## src/rtl/wwdt_pkg.sv

```systemverilog
package wwdt_pkg;

  localparam int unsigned WD_CNT_W  = 32;
  localparam int unsigned WD_CFG_W  = 26;
  localparam int unsigned WD_ADDR_W = 3;

  typedef enum logic [WD_ADDR_W-1:0] {
    RA_COUNT  = 3'd0,
    RA_RELOAD = 3'd1,
    RA_CEIL   = 3'd2,
    RA_KEY    = 3'd3,
    RA_ENABLE = 3'd4,
    RA_CTRL   = 3'd5,
    RA_STAT   = 3'd6,
    RA_RAW    = 3'd7
  } wd_reg_e;

  typedef struct packed {
    logic wake_en;
    logic tmo_en;
  } wd_ctrl_t;

  typedef struct packed {
    logic wake;
    logic tmo;
  } wd_raw_t;

endpackage

```

## src/rtl/wwdt_core.sv

```systemverilog
module wwdt_core
  import wwdt_pkg::*;
#(
  parameter int unsigned CNT_W = WD_CNT_W,
  parameter int unsigned CFG_W = WD_CFG_W
) (
  input  logic             clk,
  input  logic             rst_n,
  input  logic             tick_en,
  input  logic             cfg_enable,
  input  logic [CFG_W-1:0] cfg_load,
  input  logic [CNT_W-1:0] cfg_ceiling,
  input  logic             refresh_req,
  output logic [CNT_W-1:0] count_o,
  output logic [CNT_W-1:0] reload_o,
  output logic             window_o,
  output logic             expiry_o,
  output logic             early_o
);

  localparam int unsigned FIX_W = CNT_W - CFG_W;

  function automatic logic [CNT_W-1:0] reload_of(input logic [CFG_W-1:0] f);
    return {f, {FIX_W{1'b1}}};
  endfunction

  function automatic logic inside_window(input logic [CNT_W-1:0] c,
                                         input logic [CNT_W-1:0] ceil);
    return c <= ceil;
  endfunction

  logic [CNT_W-1:0] count_q, count_d;
  logic             step;

  assign reload_o = reload_of(cfg_load);
  assign window_o = inside_window(count_q, cfg_ceiling);
  assign step     = tick_en & cfg_enable;
  assign expiry_o = step & (count_q == '0);
  assign early_o  = refresh_req & cfg_enable & ~window_o;

  always_comb begin
    count_d = count_q;
    if (refresh_req || expiry_o) count_d = reload_o;
    else if (step)               count_d = count_q - 1'b1;
  end

  always_ff @(posedge clk) begin
    if (!rst_n) count_q <= reload_o;
    else        count_q <= count_d;
  end

  assign count_o = count_q;

endmodule

```

## src/rtl/wwdt_events.sv

```systemverilog
module wwdt_events
  import wwdt_pkg::*;
(
  input  logic     clk,
  input  logic     rst_n,
  input  logic     fault,
  input  logic     cfg_mode,
  input  logic     sleep_i,
  input  wd_ctrl_t ctrl,
  input  wd_raw_t  clr,
  output wd_raw_t  raw_o,
  output logic     wd_reset_o,
  output logic     timeout_irq_o,
  output logic     wakeup_irq_o
);

  wd_raw_t raw_q, set_w;
  logic    rst_q;

  assign set_w.tmo  = fault & cfg_mode;
  assign set_w.wake = fault & cfg_mode & sleep_i;

  always_ff @(posedge clk) begin
    if (!rst_n) begin
      raw_q <= '0;
      rst_q <= 1'b0;
    end else begin
      raw_q <= (raw_q & ~clr) | set_w;
      rst_q <= fault & ~cfg_mode;
    end
  end

  assign raw_o         = raw_q;
  assign wd_reset_o    = rst_q;
  assign timeout_irq_o = raw_q.tmo & ctrl.tmo_en;
  assign wakeup_irq_o  = raw_q.wake & ctrl.wake_en;

endmodule

```

## src/rtl/wwdt_regs.sv

```systemverilog
module wwdt_regs
  import wwdt_pkg::*;
#(
  parameter int unsigned     CNT_W = WD_CNT_W,
  parameter logic [CNT_W-1:0] KEY  = 32'hAC15DE42
) (
  input  logic                 clk,
  input  logic                 rst_n,
  input  logic [WD_ADDR_W-1:0] bus_addr,
  input  logic                 bus_we,
  input  logic [CNT_W-1:0]     bus_wdata,
  input  logic [CNT_W-1:0]     count,
  input  logic [CNT_W-1:0]     reload,
  input  logic [CNT_W-1:0]     ceiling,
  input  logic                 cfg_enable,
  input  logic                 cfg_mode,
  input  logic                 window,
  input  wd_raw_t              raw,
  output logic [CNT_W-1:0]     bus_rdata,
  output logic                 refresh_req,
  output wd_ctrl_t             ctrl_o,
  output wd_raw_t              clr_o
);

  wd_reg_e  sel;
  wd_ctrl_t ctrl_q;

  assign sel         = wd_reg_e'(bus_addr);
  assign refresh_req = bus_we && (sel == RA_KEY) && (bus_wdata == KEY);
  assign clr_o       = (bus_we && sel == RA_RAW) ? wd_raw_t'(bus_wdata[1:0]) : '0;

  always_ff @(posedge clk) begin
    if (!rst_n)                        ctrl_q <= '0;
    else if (bus_we && sel == RA_CTRL) ctrl_q <= wd_ctrl_t'(bus_wdata[1:0]);
  end

  assign ctrl_o = ctrl_q;

  always_comb begin
    bus_rdata = '0;
    unique case (sel)
      RA_COUNT:  bus_rdata = count;
      RA_RELOAD: bus_rdata = reload;
      RA_CEIL:   bus_rdata = ceiling;
      RA_KEY:    bus_rdata = '0;
      RA_ENABLE: bus_rdata[0]   = cfg_enable;
      RA_CTRL:   bus_rdata[2:0] = {cfg_mode, ctrl_q};
      RA_STAT:   bus_rdata[0]   = window;
      RA_RAW:    bus_rdata[1:0] = raw;
      default:   bus_rdata = '0;
    endcase
  end

endmodule

```

## src/rtl/wwdt_top.sv

```systemverilog
module wwdt_top
  import wwdt_pkg::*;
#(
  parameter int unsigned      CNT_W = WD_CNT_W,
  parameter int unsigned      CFG_W = WD_CFG_W,
  parameter logic [CNT_W-1:0] KEY   = 32'hAC15DE42
) (
  input  logic                 clk,
  input  logic                 rst_n,
  input  logic                 tick_en,
  input  logic [CFG_W-1:0]     cfg_load,
  input  logic [CNT_W-1:0]     cfg_ceiling,
  input  logic                 cfg_enable,
  input  logic                 cfg_mode,
  input  logic                 sleep_i,
  input  logic [WD_ADDR_W-1:0] bus_addr,
  input  logic                 bus_we,
  input  logic [CNT_W-1:0]     bus_wdata,
  output logic [CNT_W-1:0]     bus_rdata,
  output logic                 wd_reset_o,
  output logic                 timeout_irq_o,
  output logic                 wakeup_irq_o
);

  // Named internal events, also observed by the bound checker
  logic [CNT_W-1:0] count_w, reload_w;
  logic             window_w, expiry_w, early_w, refresh_w, fault_w;
  wd_ctrl_t         ctrl_w;
  wd_raw_t          clr_w, raw_w;

  assign fault_w = expiry_w | early_w;

  wwdt_core #(.CNT_W(CNT_W), .CFG_W(CFG_W)) u_core (
    .clk         (clk),
    .rst_n       (rst_n),
    .tick_en     (tick_en),
    .cfg_enable  (cfg_enable),
    .cfg_load    (cfg_load),
    .cfg_ceiling (cfg_ceiling),
    .refresh_req (refresh_w),
    .count_o     (count_w),
    .reload_o    (reload_w),
    .window_o    (window_w),
    .expiry_o    (expiry_w),
    .early_o     (early_w)
  );

  wwdt_regs #(.CNT_W(CNT_W), .KEY(KEY)) u_regs (
    .clk         (clk),
    .rst_n       (rst_n),
    .bus_addr    (bus_addr),
    .bus_we      (bus_we),
    .bus_wdata   (bus_wdata),
    .count       (count_w),
    .reload      (reload_w),
    .ceiling     (cfg_ceiling),
    .cfg_enable  (cfg_enable),
    .cfg_mode    (cfg_mode),
    .window      (window_w),
    .raw         (raw_w),
    .bus_rdata   (bus_rdata),
    .refresh_req (refresh_w),
    .ctrl_o      (ctrl_w),
    .clr_o       (clr_w)
  );

  wwdt_events u_events (
    .clk           (clk),
    .rst_n         (rst_n),
    .fault         (fault_w),
    .cfg_mode      (cfg_mode),
    .sleep_i       (sleep_i),
    .ctrl          (ctrl_w),
    .clr           (clr_w),
    .raw_o         (raw_w),
    .wd_reset_o    (wd_reset_o),
    .timeout_irq_o (timeout_irq_o),
    .wakeup_irq_o  (wakeup_irq_o)
  );

endmodule

```

## config.mk

```make
export PLATFORM = sky130hd
export DESIGN_NAME = wwdt_top
export DESIGN_NICKNAME = d
export VERILOG_FILES = /design/src/rtl/wwdt_pkg.sv /design/src/rtl/wwdt_core.sv /design/src/rtl/wwdt_events.sv /design/src/rtl/wwdt_regs.sv /design/src/rtl/wwdt_top.sv
export SDC_FILE = /design/constraint.sdc
export NUM_CORES = 1
export LEC_CHECK = 0
export BUFFER_PORTS_ARGS = -buffer_cell sky130_fd_sc_hd__buf_2
export CORE_MARGIN = 4
export CORE_UTILIZATION = 49
export CTS_CLUSTER_SIZE = 28
export DETAILED_ROUTE_END_ITERATION = 16
export PLACE_DENSITY_LB_ADDON = 0.12
export SLEW_MARGIN = 20
export SYNTH_ARGS = -nofsm -noshare
export SYNTH_HDL_FRONTEND = slang
export SYNTH_SLANG_ARGS = --single-unit
```

## constraint.sdc

```tcl
create_clock -name clk -period 9.4 [get_ports clk]
set_input_delay 1.41 -clock clk [delete_from_list [all_inputs] [get_ports clk]]
set_output_delay 1.41 -clock clk [all_outputs]
set_load 0.05 [all_outputs]
```

# Yosys cells after proc, flatten, opt, wreduce, memory -nomap -nowiden
# Index checks and enable logic that the tools add are counted.
# word_totals
memories	0
elab_cells	50
mem_bits_ro	0
out_inout_bits	35
latch_bits	0
reg_bits	37
ramBits	0
# op_classes
eq_ne	9
order_cmp	1
div	0
n_bitwise	16
multipliers	0
n_addsub	1
n_mux	8
n_reduce_logical	8
shifts	0
# op_table
cell	count
2-to-1 mux 32 bit	3
case mux 29 bit (3 select lines)	1
equality test 32 bit (second input constant)	1
<= comparator 32 bit	1
logical NOT 32 bit	1
subtractor 32 x 1 -> 32 bit (second input constant)	1
equality test 3 bit (second input constant)	4
AND 1 bit	9
case mux 1 bit (8 select lines)	1
equality test 3 x 2 -> 1 bit (second input constant)	2
case mux 1 bit (5 select lines)	1
logical AND 1 bit	4
case mux 1 bit (4 select lines)	1
equality test 3 x 1 -> 1 bit (second input constant)	1
logical NOT 3 bit	1
inequality test 3 x 1 -> 1 bit (second input constant)	1
inverter 1 bit	3
AND 2 bit	1
2-to-1 mux 2 bit	1
inverter 2 bit	1
bitwise OR 2 bit	1
OR reduction 2 bit	1
logical OR 1 bit	1
bitwise OR 1 bit	1

# Longest topological paths before layout
# logic_depth
word_depth	9
depth_mapped	10

# Hierarchy
# Synthesis repeated with hierarchy kept, for this count alone.
# unflattened
cells_unflattened	518
area_unflattened_um2	4528.1
# modules_own_cells
module	instances	area_per_inst_um2	seq_area_each_um2	cells_per_inst
wwdt_core	1	3134.3	900.9	334
wwdt_regs	1	1272.5	40.0	171
wwdt_events	1	115.1	60.1	12
wwdt_top	1	6.3	0.0	1

# Least setup slack after synthesis
# No wires, ideal clock.
# synth_path
path_kind	input-to-output
startpoint	input port cfg_ceiling[1]
endpoint	output port bus_rdata[0]
required_ns	7.990
cell_stages	9
n_path_buf	0
arrival_ns	3.419
slack_ns	4.571
cell_sequence	inv_1 > ha_1 > nor2b_1 > o211ai_1 > a211oi_1 > or3_1 > a21oi_1 > a21oi_1 > o22ai_1
# synth_between
elab_chain_len	2
# synth_rtl
item	line_no	rtl
from (decl)	wwdt_top.sv:12	input logic [CNT_W-1:0] cfg_ceiling,
<= comparator 32 bit	wwdt_core.sv:29	return c <= ceil;
case mux 1 bit (8 select lines)	wwdt_regs.sv:41	unique case (sel)
to (decl)	wwdt_top.sv:19	output logic [CNT_W-1:0] bus_rdata,
# Every way passes these cells.

# Worst setup path after layout
# layout_path
startpoint	input port cfg_ceiling[7]
endpoint	output port bus_rdata[0]
# The elaborated chain is that of the path after synthesis.

==> results.md <==
* Outcome: completed
* CP bufs+invs at 3
* P per Cell Area at between 100 and 150 nW/um^2
* Area grow syn2layout at 21.3%
* Top cells by area, synth: edfxtp_1 (20%), ha_1 (10%), mux2i_1 (7.0%)
* Max incr delay on CP at a little under 0.4 ns
* Max Cap Viol at 0
* Critical Path AT at 3.47 ns
* Count of state elements after synthesis at 37
* Setup TNS Final at 0 ns
* Final hold vios at 0
* Routed len/inst at roughly 16 um
* Reg clk slew, reported paths at ~0.080 ns
* RSZ-0062 raised after global routing: no
* Die area at approximately 9600 um^2
* GR Util All Layers at 0.238
* Tot Pwr at ~520 uW
* Synth area leader: edfxtp_1
* Setup crit end kind: output pin
* Routability congestion estimate from global placement at slightly below 0.9
* CTS Sinks at 37
* Fill count at 766
* DR iter-0 viols at 142
* Largest net degree at the start of global routing at between 40 and 50
* Peak supply drop at between 60 and 70 uV
* Worst-Margin Slew at between 0.7 and 0.8 ns
* Die W at between 90 and 100 um
* Hold_buf cts at 0
* Share of layout cells above drive strength 1 at 0.268
* Most used cell, CP: a21oi_1
* Synth Flop Type: edfxtp_1
* Leak at 2.28 nW
* Synth top area share at 0.196
* Synth unique cells at 55
* GRT overflow at 0
* Number of flops mapped to enable cells by yosys at 26
* Io pins at 135
* Initial Util at 0.509
* Critical path launch point type: input port
* Post-Synthesis Net Count at 638
* Layout Nets at approximately 760
* Gates resized, CTS repair at 0
* Mean post-synth cell area at approximately 8 um^2
* Critical path data required time at ~8 ns
* Via/cell ratio at between 5 and 6
* Ys async rst share at 0
* CP cell instances: buf_2 -> inv_1 -> ha_1 -> a21oi_1 -> o21a_1 -> o221ai_1 -> or3_1 -> a21oi_1 -> a21oi_1 -> o22ai_1 -> buf_2
* Tmin final at approximately 4.9 ns
* DRC at 0
* Slowest CP cell: or3_1
* Vias in the first global route at between 4k and 5k
* Crit Path Category: input port to output pin
* Dpl hpwl at ~8.6 mm
* Post-Route WL at roughly 12 mm
* Port Buf Inserts at 134
* FMAX at approximately 0.2 GHz
* Router iterations before antenna repair at 4
* Slew Limit Fails at 0
* Ys Warns at 0
* Post-synthesis cell count at 505
* Max FO, Critical Path at 3
* CTS tree: done
* Dpl ws at roughly 4.3 ns
* Worst skew pair latency at approximately 0.3 ns
* Core Util, Final at 0.618
* Hold crit path type: register to register
* Setup Skew at 0.00892 ns
* Die Span Y at slightly below 100 um
* # rows at 32
* Slew HR at 0.484
* CP top delay family: compound AO/OA/AOI/OAI gates
* ANT cells at 0
* Most frequent cell after synthesis: nor2_1
* Setup Buffers After CTS at 0
* Global-route wire length before repair at between 15 and 20 mm
* Synth Cell Area at slightly below 4000 um^2
* Final period util at 0.519
* CTS H-tree lvls at 2
* Synth top cells by count: nor2_1 (74), a21oi_1 (53), nand2_1 (46)
* Final setup fails at 0
* Antenna violations before repair at 0
* Fin cells at approximately 730
* Final setup margin at ~4.5 ns
* Routed vias at 4106
* Buffer depth of the longest clock path at 2
* Num CTS Buffers at 5
* Sequential-to-total area share from yosys stat at 0.252
* Routed Antenna Nets at 0
* Placed cells at ~720
* CTS Root Buffer Type: clkbuf_8
* Area of the core at 7810 um^2
worst register-to-register path, cell delays in order (launching register included):
cell      delay [ns]
edfxtp_1        0.51
or4_4           0.60
or4_4           0.47
nor4_4          0.45
nand2_2         0.22
nand3_2         0.35
buf_4           0.45
mux2_2          0.39
routing by layer:
layer / global-route usage / wire [um]
met5: 0 / 0
met4: 0.0554 / 129
met3: 0.0371 / 574
met2: 0.409 / 5690
met1: 0.313 / 5150
cell type report:
type / count / area, um^2 / share of cell area
clock buffer: 8 / 111 / 0.0231
inverter: 36 / 135 / 0.0280
multi-input combinational: 408 / 2750 / 0.570
sequential: 37 / 1000 / 0.207
tap: 102 / 128 / 0.0264
timing repair buffer: 138 / 701 / 0.145
placed cells by master (no fill, tap or decap), types with 3 or more instances in the layout:
cell type / instances
nor4b_1: 3
nand4_1: 18
nand2_1: 46
o21ai_0: 11
o31ai_1: 20
nor3_2: 3
nand2b_1: 3
nor3_1: 9
or3_1: 3
nor2_1: 74
clkbuf_8: 6
dfxtp_1: 11
edfxtp_1: 26
buf_4: 4
nor2b_1: 9
nand3_1: 9
o31ai_2: 4
a21oi_1: 53
inv_1: 36
a21o_1: 4
a211oi_1: 3
mux2i_1: 28
ha_1: 33
xnor2_1: 18
or4_4: 3
buf_2: 134
nor4_1: 7
nand4b_1: 4
xor2_1: 10
power by group:
group	internal [mW]	total [mW]	leakage, nW	switching (mW)
clock	0.0759	0.139	0.0566	0.0626
combinational	0.0676	0.179	1.86	0.111
sequential	0.188	0.205	0.360	0.0177
total	0.331	0.522	2.28	0.191
sequential cells by signal, summed over array words and instances (netlist names):
register / count
u_core.count_o: 32
u_regs.ctrl_o: 2
u_events.wd_reset_o: 1
u_events.raw_o: 2
path summary, 6_finish.rpt:
path | startpoint | to | slack [ns] | depth (start not counted)
min | u_regs.ctrl_o[1] | u_regs.ctrl_o[1] | 0.56 | 2
min reg2reg | u_regs.ctrl_o[1] | u_regs.ctrl_o[1] | 0.56 | 2
max reg2reg | u_core.count_o[16] | u_core.count_o[23] | 5.73 | 7
max | cfg_ceiling[7] | bus_rdata[0] | 4.52 | 11
through the flow:
step,cell area [um^2],hold slack (ns)
2_1_floorplan,3980,0.494
3_3_place_gp,4710,0.524
3_5_place_dp,4710,0.542
4_1_cts,4820,0.561
5_1_grt,4830,0.592
6_report,4830,0.556
cell families (layout without fill, tap and decap cells):
group           count (synthesis)  count (layout)  share of synthesized area
compound gates                107             107                      0.168
xor+xnor                       28              28                     0.0617
fa+ha+maj                      33              33                      0.104
buf+inv                        60             182                     0.0588
flops                          37              37                      0.252
mux                            29              29                     0.0733
simple gates                  211             211                      0.283
Power figures use the tool's default switching activity.
